$ cat src/rtl/txq_pkg.sv
package txq_pkg;
    localparam logic POOL_PRIVATE = 1'b0;
    localparam logic POOL_PUBLIC  = 1'b1;

    typedef enum logic [1:0] {
        MED_POLL,
        MED_SEND,
        MED_DONE
    } med_e;

    typedef enum logic [1:0] {
        ADM_IDLE,
        ADM_RING,
        ADM_HOLD,
        ADM_DROP
    } adm_e;
endpackage

$ cat src/rtl/txq_fifo.sv
module txq_fifo #(
    parameter int DEPTH = 4,
    parameter int W     = 9
) (
    input  logic                       clk,
    input  logic                       rst_n,
    input  logic                       push,
    input  logic [W-1:0]               din,
    input  logic                       pop,
    output logic [W-1:0]               head,
    output logic [$clog2(DEPTH+1)-1:0] count
);
    localparam int PW = (DEPTH > 1) ? $clog2(DEPTH) : 1;
    localparam int CW = $clog2(DEPTH + 1);

    logic [W-1:0]  mem [DEPTH];
    logic [PW-1:0] rd_ptr;
    logic [PW-1:0] wr_ptr;

    function automatic logic [PW-1:0] bump(input logic [PW-1:0] p);
        return (p == PW'(DEPTH - 1)) ? '0 : p + 1'b1;
    endfunction

    always_ff @(posedge clk) begin
        if (push) begin
            mem[wr_ptr] <= din;
        end
    end

    always_ff @(posedge clk) begin
        if (!rst_n) begin
            rd_ptr <= '0;
            wr_ptr <= '0;
            count  <= '0;
        end else begin
            if (push) begin
                wr_ptr <= bump(wr_ptr);
            end
            if (pop) begin
                rd_ptr <= bump(rd_ptr);
            end
            count <= count + CW'(push) - CW'(pop);
        end
    end

    assign head = mem[rd_ptr];

    // a push never lands on a full store unless a pop frees a slot
    p_fifo_no_overrun_r4: assert property (@(posedge clk) disable iff (!rst_n)
        (push && !pop) |-> (count < CW'(DEPTH)));

    // a pop only happens on a non-empty store
    p_fifo_no_underrun_r6: assert property (@(posedge clk) disable iff (!rst_n)
        pop |-> (count != '0));
endmodule

$ cat src/rtl/txq_media.sv
module txq_media
    import txq_pkg::*;
#(
    parameter int POLL_CYC = 16
) (
    input  logic clk,
    input  logic rst_n,
    input  logic ring_busy,
    input  logic wire_done,
    output logic send,
    output logic cmp
);
    localparam int PCW = (POLL_CYC > 1) ? $clog2(POLL_CYC + 1) : 1;
    localparam logic [PCW-1:0] RELOAD = PCW'(POLL_CYC - 1);

    med_e           state_q;
    med_e           state_d;
    logic [PCW-1:0] poll_q;
    logic           tick;

    assign tick = (state_q == MED_POLL) && (poll_q == '0);

    always_ff @(posedge clk) begin
        if (!rst_n) begin
            state_q <= MED_POLL;
        end else begin
            state_q <= state_d;
        end
    end

    always_comb begin
        state_d = state_q;
        unique case (state_q)
            MED_POLL: if (tick && ring_busy) state_d = MED_SEND;
            MED_SEND: if (wire_done)         state_d = MED_DONE;
            MED_DONE:                        state_d = MED_POLL;
            default:                         state_d = MED_POLL;
        endcase
    end

    always_ff @(posedge clk) begin
        if (!rst_n) begin
            poll_q <= RELOAD;
        end else if (state_q == MED_POLL) begin
            poll_q <= (poll_q == '0) ? RELOAD : poll_q - 1'b1;
        end else begin
            poll_q <= RELOAD;
        end
    end

    always_comb begin
        send = 1'b0;
        cmp  = 1'b0;
        unique case (state_q)
            MED_POLL: ;
            MED_SEND: send = 1'b1;
            MED_DONE: cmp  = 1'b1;
            default:  ;
        endcase
    end

    // sending starts only on an expired poll interval
    p_send_on_poll_r5: assert property (@(posedge clk) disable iff (!rst_n)
        $rose(send) |-> $past(poll_q == '0));

    // sending persists until the serialiser acknowledges
    p_send_held_r5: assert property (@(posedge clk) disable iff (!rst_n)
        (send && !wire_done) |=> send);

    // the completion event lasts one cycle
    p_cmp_single_r6: assert property (@(posedge clk) disable iff (!rst_n)
        cmp |=> !cmp);
endmodule

$ cat src/rtl/txq_admit.sv
module txq_admit
    import txq_pkg::*;
#(
    parameter int RING_DEPTH = 4,
    parameter int HOLD_DEPTH = 8
) (
    input  logic                            enq_valid,
    input  logic                            cmp,
    input  logic [$clog2(RING_DEPTH+1)-1:0] ring_cnt,
    input  logic [$clog2(HOLD_DEPTH+1)-1:0] hold_cnt,
    output adm_e                            decision,
    output logic                            promote
);
    int ring_occ;
    int hold_occ;

    always_comb begin
        promote  = cmp && (hold_cnt != '0);
        // promotion is applied first, then the new packet is placed
        hold_occ = int'(hold_cnt) - int'(promote);
        ring_occ = int'(ring_cnt) - int'(cmp) + int'(promote);
        decision = ADM_IDLE;
        if (enq_valid) begin
            if (hold_occ != 0) begin
                decision = (hold_occ < HOLD_DEPTH) ? ADM_HOLD : ADM_DROP;
            end else if (ring_occ < RING_DEPTH) begin
                decision = ADM_RING;
            end else begin
                decision = ADM_HOLD;
            end
        end
    end
endmodule

$ cat src/rtl/txq_ring.sv
module txq_ring
    import txq_pkg::*;
#(
    parameter int HANDLE_W   = 8,
    parameter int RING_DEPTH = 4,
    parameter int HOLD_DEPTH = 8,
    parameter int POLL_CYC   = 16,
    parameter int DROP_W     = 16
) (
    input  logic                            clk,
    input  logic                            rst_n,
    input  logic                            enq_valid,
    input  logic [HANDLE_W-1:0]             enq_handle,
    input  logic                            enq_pool,
    output logic                            wire_valid,
    output logic [HANDLE_W-1:0]             wire_handle,
    input  logic                            wire_done,
    output logic                            ret_valid,
    output logic [HANDLE_W-1:0]             ret_handle,
    output logic                            ret_pool,
    output logic [$clog2(RING_DEPTH+1)-1:0] pending,
    output logic [DROP_W-1:0]               drop_count
);
    localparam int EW  = HANDLE_W + 1;
    localparam int RCW = $clog2(RING_DEPTH + 1);
    localparam int HCW = $clog2(HOLD_DEPTH + 1);

    logic [EW-1:0]  new_entry;
    logic [EW-1:0]  ring_head;
    logic [EW-1:0]  hold_head;
    logic [EW-1:0]  ring_din;
    logic [RCW-1:0] ring_cnt;
    logic [HCW-1:0] hold_cnt;
    logic           ring_push;
    logic           hold_push;
    logic           promote;
    logic           cmp;
    logic           send;
    adm_e           decision;

    assign new_entry = {enq_pool, enq_handle};

    txq_admit #(
        .RING_DEPTH(RING_DEPTH),
        .HOLD_DEPTH(HOLD_DEPTH)
    ) admit_i (
        .enq_valid(enq_valid),
        .cmp      (cmp),
        .ring_cnt (ring_cnt),
        .hold_cnt (hold_cnt),
        .decision (decision),
        .promote  (promote)
    );

    assign ring_push = promote || (decision == ADM_RING);
    assign ring_din  = promote ? hold_head : new_entry;
    assign hold_push = (decision == ADM_HOLD);

    txq_fifo #(
        .DEPTH(RING_DEPTH),
        .W    (EW)
    ) ring_i (
        .clk  (clk),
        .rst_n(rst_n),
        .push (ring_push),
        .din  (ring_din),
        .pop  (cmp),
        .head (ring_head),
        .count(ring_cnt)
    );

    txq_fifo #(
        .DEPTH(HOLD_DEPTH),
        .W    (EW)
    ) hold_i (
        .clk  (clk),
        .rst_n(rst_n),
        .push (hold_push),
        .din  (new_entry),
        .pop  (promote),
        .head (hold_head),
        .count(hold_cnt)
    );

    txq_media #(
        .POLL_CYC(POLL_CYC)
    ) media_i (
        .clk      (clk),
        .rst_n    (rst_n),
        .ring_busy(ring_cnt != '0),
        .wire_done(wire_done),
        .send     (send),
        .cmp      (cmp)
    );

    always_ff @(posedge clk) begin
        if (!rst_n) begin
            drop_count <= '0;
        end else if (decision == ADM_DROP) begin
            drop_count <= drop_count + 1'b1;
        end
    end

    assign wire_valid  = send;
    assign wire_handle = ring_head[HANDLE_W-1:0];
    assign ret_valid   = cmp;
    assign ret_handle  = ring_head[HANDLE_W-1:0];
    assign ret_pool    = ring_head[HANDLE_W];
    assign pending     = ring_cnt;

    // anything held means the ring is full, which keeps order
    p_hold_needs_full_ring_r3: assert property (@(posedge clk) disable iff (!rst_n)
        (hold_cnt != '0) |-> (ring_cnt == RCW'(RING_DEPTH)));

    // the drop counter moves only for an arrival at a full hold queue
    p_drop_step_r4: assert property (@(posedge clk) disable iff (!rst_n)
        (drop_count != $past(drop_count)) |->
        $past(enq_valid && !cmp && (hold_cnt == HCW'(HOLD_DEPTH))));

    // the handle on the wire is steady while sending
    p_wire_handle_stable_r5: assert property (@(posedge clk) disable iff (!rst_n)
        (wire_valid && !wire_done) |=> $stable(wire_handle));

    // a completion with held packets leaves ring occupancy unchanged
    p_promote_keeps_pending_r7: assert property (@(posedge clk) disable iff (!rst_n)
        (ret_valid && (hold_cnt != '0)) |=> (pending == $past(pending)));

    // an arrival with a completion never drops
    p_no_drop_with_cmp_r8: assert property (@(posedge clk) disable iff (!rst_n)
        (enq_valid && ret_valid) |=> (drop_count == $past(drop_count)));
endmodule

$ cat config.mk
export PLATFORM = sky130hd
export DESIGN_NAME = txq_ring
export DESIGN_NICKNAME = d
export VERILOG_FILES = /design/src/rtl/txq_pkg.sv /design/src/rtl/txq_fifo.sv /design/src/rtl/txq_media.sv /design/src/rtl/txq_admit.sv /design/src/rtl/txq_ring.sv
export SDC_FILE = /design/constraint.sdc
export NUM_CORES = 1
export LEC_CHECK = 0
export BUFFER_PORTS_ARGS = -buffer_cell sky130_fd_sc_hd__buf_2
export CORE_ASPECT_RATIO = 0.6
export CORE_MARGIN = 10
export CORE_UTILIZATION = 56
export CTS_CLUSTER_SIZE = 25
export DETAILED_ROUTE_END_ITERATION = 12
export HOLD_SLACK_MARGIN = 0.02
export PLACE_DENSITY = 0.72
export SLEW_MARGIN = 40
export SYNTH_ARGS = -nofsm -noshare
export SYNTH_HDL_FRONTEND = slang
export SYNTH_SLANG_ARGS = --single-unit
$ cat constraint.sdc
create_clock -name clk -period 13.46 [get_ports clk]
set_clock_uncertainty 0.2 [all_clocks]
set_input_delay 2.019 -clock clk [delete_from_list [all_inputs] [get_ports clk]]
set_output_delay 2.019 -clock clk [all_outputs]
set_load 0.005 [all_outputs]
# ---- After elaboration in Yosys (flattened, before gate mapping)
# Memories as Yosys holds them, arrays and structs flattened. A register that Yosys moved wholly into a read port is not among the register bits.
# Cells that the tools add are included.
# W data, S select, Z words.
dict set report op_classes {
  n_addsub 13
  multipliers 0
  n_div 0
  order_cmp 2
  n_eq_ne 11
  n_shift 0
  muxes 22
  bitwise_logic 2
  reduce_logical 11
}
# operator n
set op_table {}
lappend op_table {{$add A32 B2 Y32} 1}
lappend op_table {{$lt A32 B4 Y1 const B} 1}
lappend op_table {{$lt A32 B5 Y1 const B} 1}
lappend op_table {{$reduce_bool A32 Y1} 1}
lappend op_table {{$mux W2} 9}
lappend op_table {{$add A16 B1 Y16 const B} 1}
lappend op_table {{$mux W3} 4}
lappend op_table {{$eq A2 B2 Y1 const B} 5}
lappend op_table {{$mux W9} 1}
lappend op_table {{$mux W1} 7}
lappend op_table {{$add A3 B1 Y3 const B} 2}
lappend op_table {{$eq A3 B3 Y1 const B} 2}
lappend op_table {{$logic_not A5 Y1} 1}
lappend op_table {{$sub A4 B1 Y5} 1}
lappend op_table {{$sub A5 B1 Y5 const B} 1}
lappend op_table {{$add A2 B1 Y2 const B} 2}
lappend op_table {{$add A4 B1 Y4} 1}
lappend op_table {{$eq A2 B1 Y1 const B} 2}
lappend op_table {{$ne A2 B2 Y1 const B} 2}
lappend op_table {{$pmux W2 S2} 1}
lappend op_table {{$reduce_bool A4 Y1} 1}
lappend op_table {{$sub A3 B1 Y4} 1}
lappend op_table {{$sub A4 B1 Y4} 1}
lappend op_table {{$add A3 B1 Y3} 1}
lappend op_table {{other kinds (8)} 11}
dict set report totals {
  reg_bits 40
  latch_bits 0
  mem_bits_rw 108
  rom_bits 0
  input_bits 13
  output_inout_bits 38
  wordCells 72
  memories 2
}
# name words word_bits read_ports rd_clocked_by_memory_dff wr line
set memory_table {}
lappend memory_table {hold_i.mem 8 9 1 1 1 txq_fifo.sv:16} ;# logic [W-1:0] mem [DEPTH];
lappend memory_table {ring_i.mem 4 9 1 1 1 txq_fifo.sv:16}

# ---- Longest topological paths before layout
dict set report logic_depth {
  word_depth 12
  ltp_mapped 21
}

# ---- Hierarchy
# A second synthesis with hierarchy kept.
dict set report unflattened {
  cells_unflattened 411
  hier_area_um2 6515.0
}
# mod instances cells_per_inst area_each_um2
set modules_own_cells {}
lappend modules_own_cells {{txq_fifo (hold_i)} 1 172 3404.5}
lappend modules_own_cells {{txq_fifo (ring_i)} 1 87 1747.9}
lappend modules_own_cells {txq_ring 1 101 900.9}
lappend modules_own_cells {txq_media 1 27 294.0}
lappend modules_own_cells {txq_admit 1 24 167.7}

# ---- Least setup slack after synthesis
# OpenSTA, ideal clock, no wires.
dict set report synth_path {
  path_kind {reg2reg}
  start {register media_i.state_q[0]}
  end {register hold_i.count[2]}
  setup_time_ns 0.115
  arrival_time_ns 4.261
  required_ns 13.145
  setup_slack_ns 8.884
  stages_incl_launch_ff 22
  path_buffers 2
  path_cell_list {dfxtp_1 -> nand2b_4 -> buf_6 -> nor2_1 -> ha_1 -> or4_4 -> nor2_1 -> nand2_1 -> ha_1 -> or4b_1 -> nor4_1 -> mux2i_1 -> a21oi_2 -> or2_4 -> buf_6 -> ha_1 -> inv_1 -> ha_1 -> inv_1 -> fa_1 -> xor2_1 -> and2_1}
}
dict set report synth_via {
  elab_chain_len 11
}
# element line
set synth_rtl {}
lappend synth_rtl {{start: declaration} txq_media.sv:16} ;# med_e state_q;
lappend synth_rtl {{start signal: assignment} txq_media.sv:27} ;# state_q <= state_d;
lappend synth_rtl {{$eq A2 B2 Y1 *} txq_media.sv:54} ;# unique case (state_q)
lappend synth_rtl {{$mux W1 *} txq_media.sv:54}
lappend synth_rtl {{$sub A3 B1 Y4 / $logic_and A1 B1 Y1 (equally long branches)} {txq_admit.sv:21, txq_admit.sv:18}}
lappend synth_rtl {{$add A32 B2 Y32 / $sub A4 B1 Y5 (equally long branches)} {txq_admit.sv:21, txq_admit.sv:20}}
lappend synth_rtl {{$lt A32 B4 Y1 / $lt A32 B5 Y1 (equally long branches)} {txq_admit.sv:26, txq_admit.sv:25}}
lappend synth_rtl {{$mux W2 / $mux W1 (equally long branches)} {txq_admit.sv:26, txq_admit.sv:25}}
lappend synth_rtl {{$mux W2} txq_admit.sv:24} ;# if (hold_occ != 0) begin
lappend synth_rtl {{$mux W2} txq_admit.sv:23} ;# if (enq_valid) begin
lappend synth_rtl {{$eq A2 B2 Y1} txq_ring.sv:57} ;# assign hold_push = (decision == ADM_HOLD);
lappend synth_rtl {{$add A4 B1 Y4} txq_fifo.sv:42} ;# count <= count + CW'(push) - CW'(pop);
lappend synth_rtl {{$sub A4 B1 Y4 *} txq_fifo.sv:42}
lappend synth_rtl {{end signal: assignment} txq_fifo.sv:42}
lappend synth_rtl {{end: declaration} txq_fifo.sv:11} ;# output logic [$clog2(DEPTH+1)-1:0] count
# Mark *: on every way between the ends. The rest lies on a longest branch, timed or not.
# A chain may end at the register's enable or synchronous reset.

# ---- Final worst setup path
dict set report layout_path {
  start {register media_i.state_q[0]}
  end {register ring_i.count[2]}
}
dict set report layout_via {
  elab_chain_len 12
}
# element line
set layout_rtl {}
lappend layout_rtl {{$eq A2 B2 Y1 *} txq_media.sv:54}
lappend layout_rtl {{$mux W1 *} txq_media.sv:54}
lappend layout_rtl {{$sub A3 B1 Y4 / $logic_and A1 B1 Y1 (equally long branches)} {txq_admit.sv:21, txq_admit.sv:18}}
lappend layout_rtl {{$add A32 B2 Y32 / $sub A4 B1 Y5 (equally long branches)} {txq_admit.sv:21, txq_admit.sv:20}}
lappend layout_rtl {{$lt A32 B4 Y1 / $lt A32 B5 Y1 (equally long branches)} {txq_admit.sv:26, txq_admit.sv:25}}
lappend layout_rtl {{$mux W2 / $mux W1 (equally long branches)} {txq_admit.sv:26, txq_admit.sv:25}}
lappend layout_rtl {{$mux W2} txq_admit.sv:24}
lappend layout_rtl {{$mux W2} txq_admit.sv:23}
lappend layout_rtl {{$eq A2 B1 Y1} txq_ring.sv:55} ;# assign ring_push = promote || (decision == ADM_RING);
lappend layout_rtl {{$logic_or A1 B1 Y1} txq_ring.sv:55}
lappend layout_rtl {{$add A3 B1 Y3} txq_fifo.sv:42}
lappend layout_rtl {{$sub A3 B1 Y3 *} txq_fifo.sv:42}
lappend layout_rtl {{end signal: assignment} txq_fifo.sv:42}
lappend layout_rtl {{end: declaration} txq_fifo.sv:11}
# Marks and branches as above.

==> out/metrics.yaml <==
run_status:
  status: "completed"
clock_network:
  clock_latency_ps: 420
  cts-root-buf: "clkbuf_16"
  ctsResizeCount: 0
  cts_num_sinks: 153
  post-cts-setup-buffers: 0
  cts_tree: "built"
  htreeDepth: 4
  cts_buffer_depth: 2
  numCtsBuffers: 17
  cts_hold_buf: 0
  path_clk_slew_ps: 60
worst_setup_path:
  cp.required_ps: 13570
  cpMaxStageDelayCell: "or4_4"
  worstPathCellList: "nand2b_4 > nor2_1 > ha_1 > or4_4 > nor2_1 > inv_1 > ha_1 > or4b_1 > nor4_1 > mux2i_1 > a21oi_2 > a21o_1 > inv_1 > ha_1 > inv_1 > ha_1 > fa_1 > xnor2_1 > and2_1"
  cp_common_cell: "ha_1"
  start_kind: "flop"
  cp.arrival_ps: 5090
  worst_setup_path_end_kind: "flop"
  critical_path_class: "reg2reg"
  slowest_delay_ps: 530
  critical_path.max_fanout: 10
  r2r_setup_slack_ps: 8490
route:
  drtIter0Drc: 181
  drt-pass1-iter-count: 4
  postRouteWirelength_um: 12000
  viasPerCell: 5.35
  wl_per_cell_um: 17.8
  vias: 3606
  drtAntennaViolNets: 0
  route.detailed.drc: 0
die:
  io_pins: 51
  core.rowCount: 30
  initial_core_util_pct: 58.0
  die_height_um: 104
  dieWidth_um: 161
  core-area_um2: 11400
  die-area_um2: 16800
final_layout:
  final_common_cell: "edfxtp_1"
  postLayoutCoreUtil_pct: 66.4
  drive_gt1_share_pct: 25.3
  fillers: 798
  area.growth.synth_to_final_pct: 14.4
  final_area_um2: 7600
  antenna_cells: 0
  layout.nets: 544
  finalNonFillerCells: 674
  layout_common_cells: "edfxtp_1, buf_2, dfxtp_1"
sta:
  worstMarginPinSlew_ps: 814
  fin_ws_ps: 8490
  min_period_ps: 4970
  max_freq_ghz: 0.201
  finalSetupViolCount: 0
  slew_violations: 0
  fin_crit_sh_pct: 36.9
  finalHoldViolCount: 0
  hold_slack_ps: 204
  fin_tns_setup_ps: 0
  relSlewSlack_pct: 45.5
  rsz0062_at_grt: "false"
placement:
  gp_congestion: 0.781
  dp_hpwl_um: 8310
  placed_cells: 642
  place_ws_ps: 8480
  numPortBuffers: 50
  placed_cell_area_um2: 7010
power:
  pwr-share-clk_pct: 35.2
  ir_drop_mv: 0.111
  p_per_area_nw_per_um2: 169
  power_mw: 1.28
  power.internal_uw: 919
  p_seq_share_pct: 45.6
  switching_share_pct: 28.2
  comb_power_share_pct: 19.3
  leakage_nw: 2.75
  power.switching_uw: 361
yosys:
  synth-simple-area-share_pct: 11.2
  postSynthAreaPerCell_um2: 14.7
  synthCells: 451
  ys_warn_count: 0
  synth-seq-area-share_pct: 62.4
  syn-cell-area_um2: 6640
  synth_edf_count: 108
  synthesis.nets: 494
  synth_adder_area_share_pct: 5.88
  yosysUniqueCellTypes: 52
  synth_top_family_by_area: "multiplexers"
  muxShareOfSynthArea_pct: 11.9
  synthFlopType: "edfxtp_1"
  async_reset_ff_share_pct: 0
  synth_xor_area_share_pct: 2.64
  synth_compound_area_share_pct: 2.64
  ys_seq_elements: 153
grt:
  antenna_found_initial: 1
  grt_start_max_net_pins: 40
  grt_pass1_vias: 3665
  grt_pass1_wl_um: 19600
  grt_usage_pct: 14.8
  grt-ovfl-total: 0
min_path:
  hold_path.class: "reg2reg"
job:
  max_cap_violations: 0
==> synthesized netlist by cell type, types with 2 or more instances <==
| master | instances | area [um2] |
|---|---|---|
| edfxtp_1 | 108 | 3240 |
| buf_6 | 2 | 22.5 |
| xor2_1 | 4 | 35.0 |
| a21boi_0 | 2 | 15.0 |
| nor3b_1 | 2 | 15.0 |
| or3_1 | 2 | 12.5 |
| dfxtp_1 | 45 | 901 |
| nand4_1 | 5 | 31.3 |
| nor4_1 | 2 | 12.5 |
| buf_1 | 5 | 18.8 |
| mux2i_1 | 18 | 180 |
| nand3b_1 | 3 | 22.5 |
| a21oi_1 | 12 | 60.1 |
| xnor2_1 | 16 | 140 |
| a21o_1 | 2 | 15.0 |
| nor3_2 | 3 | 30.0 |
| o21ai_0 | 2 | 10.0 |
| fa_1 | 2 | 40.0 |
| mux4_2 | 27 | 608 |
| nor2_1 | 21 | 78.8 |
| clkbuf_1 | 9 | 33.8 |
| nand3_1 | 7 | 35.0 |
| nor4_2 | 2 | 25.0 |
| nand2b_1 | 2 | 12.5 |
| buf_4 | 8 | 60.1 |
| nand2_1 | 27 | 101 |
| nor2b_1 | 8 | 50.1 |
| inv_1 | 22 | 82.6 |
| nor3_1 | 5 | 25.0 |
| buf_2 | 2 | 10.0 |
| and3_1 | 3 | 18.8 |
| and2_1 | 25 | 156 |
| ha_1 | 28 | 350 |
| nor4b_1 | 2 | 17.5 |
==> path summary, 6_finish.rpt <==
kind	from	to	cells after the start
max	media_i.state_q[0]$_SDFFE_PN0P_	ring_i.count[2]$_SDFF_PN0_	19
min	media_i.poll_q[0]$_SDFF_PP1_	media_i.poll_q[0]$_SDFF_PP1_	1
max reg2reg	media_i.state_q[0]$_SDFFE_PN0P_	ring_i.count[2]$_SDFF_PN0_	19
min reg2reg	media_i.poll_q[0]$_SDFF_PP1_	media_i.poll_q[0]$_SDFF_PP1_	1
==> layout make-up <==
type	count	area [um2]	share of cell area (%)
tap	160	200	2.63
multi-input combinational	250	2300	30.3
clock inverter	15	146	1.93
clock buffer	17	425	5.60
timing repair buffer	57	299	3.93
sequential	153	4150	54.5
inverter	22	82.6	1.09
==> per-layer routing <==
metal | wire, um | GRT usage, % | up-vias
met1 | 5500 | 19.9 | 1750
met4 | 127 | 4.11 | 0
li1 | - | - | 1760
met5 | 0 | 0 | -
met3 | 862 | 4.82 | 16
met2 | 5500 | 22.5 | 80
==> logic make-up (layout without fill, tap and decap cells) <==
kind of cell | Yosys count | after routing
XOR/XNOR | 20 | 20
AO/OA/AOI/OAI | 27 | 27
buffers and inverters | 48 | 111
flip-flops | 153 | 153
multiplexers | 45 | 45
adder cells (fa/ha/maj) | 30 | 30
AND/OR/NAND/NOR | 128 | 128
==> power groups by stage <==
stage / registers [mW] / clock network, mW / logic (mW)
final: 0.584 / 0.450 / 0.247
after floorplan: 0.583 / 0 / 0.187
after global routing: 0.589 / 0.484 / 0.276
after detailed placement: 0.593 / 0 / 0.246
after CTS: 0.583 / 0.460 / 0.247
after global placement: 0.589 / 0 / 0.237
==> flip-flops by register name, summed over array words and instances, names as in the netlist, named ones only <==
signal	cells
drop_count	16
hold_i.count	4
hold_i.mem	72
hold_i.rd_ptr	3
hold_i.wr_ptr	3
media_i.poll_q	5
media_i.state_q	2
ring_i.count	3
ring_i.mem	36
ring_i.rd_ptr	2
ring_i.wr_ptr	2
==> worst max-delay path: cells and delay by family (launching register included) <==
family / cells / cell delay [ps]
flops: 1 / 400
compound gates: 2 / 520
fa+ha+maj: 5 / 1450
xor+xnor: 1 / 140
simple gates: 7 / 1820
mux: 1 / 150
buf+inv: 3 / 190
Note: power is estimated with default switching activity, not from simulation.
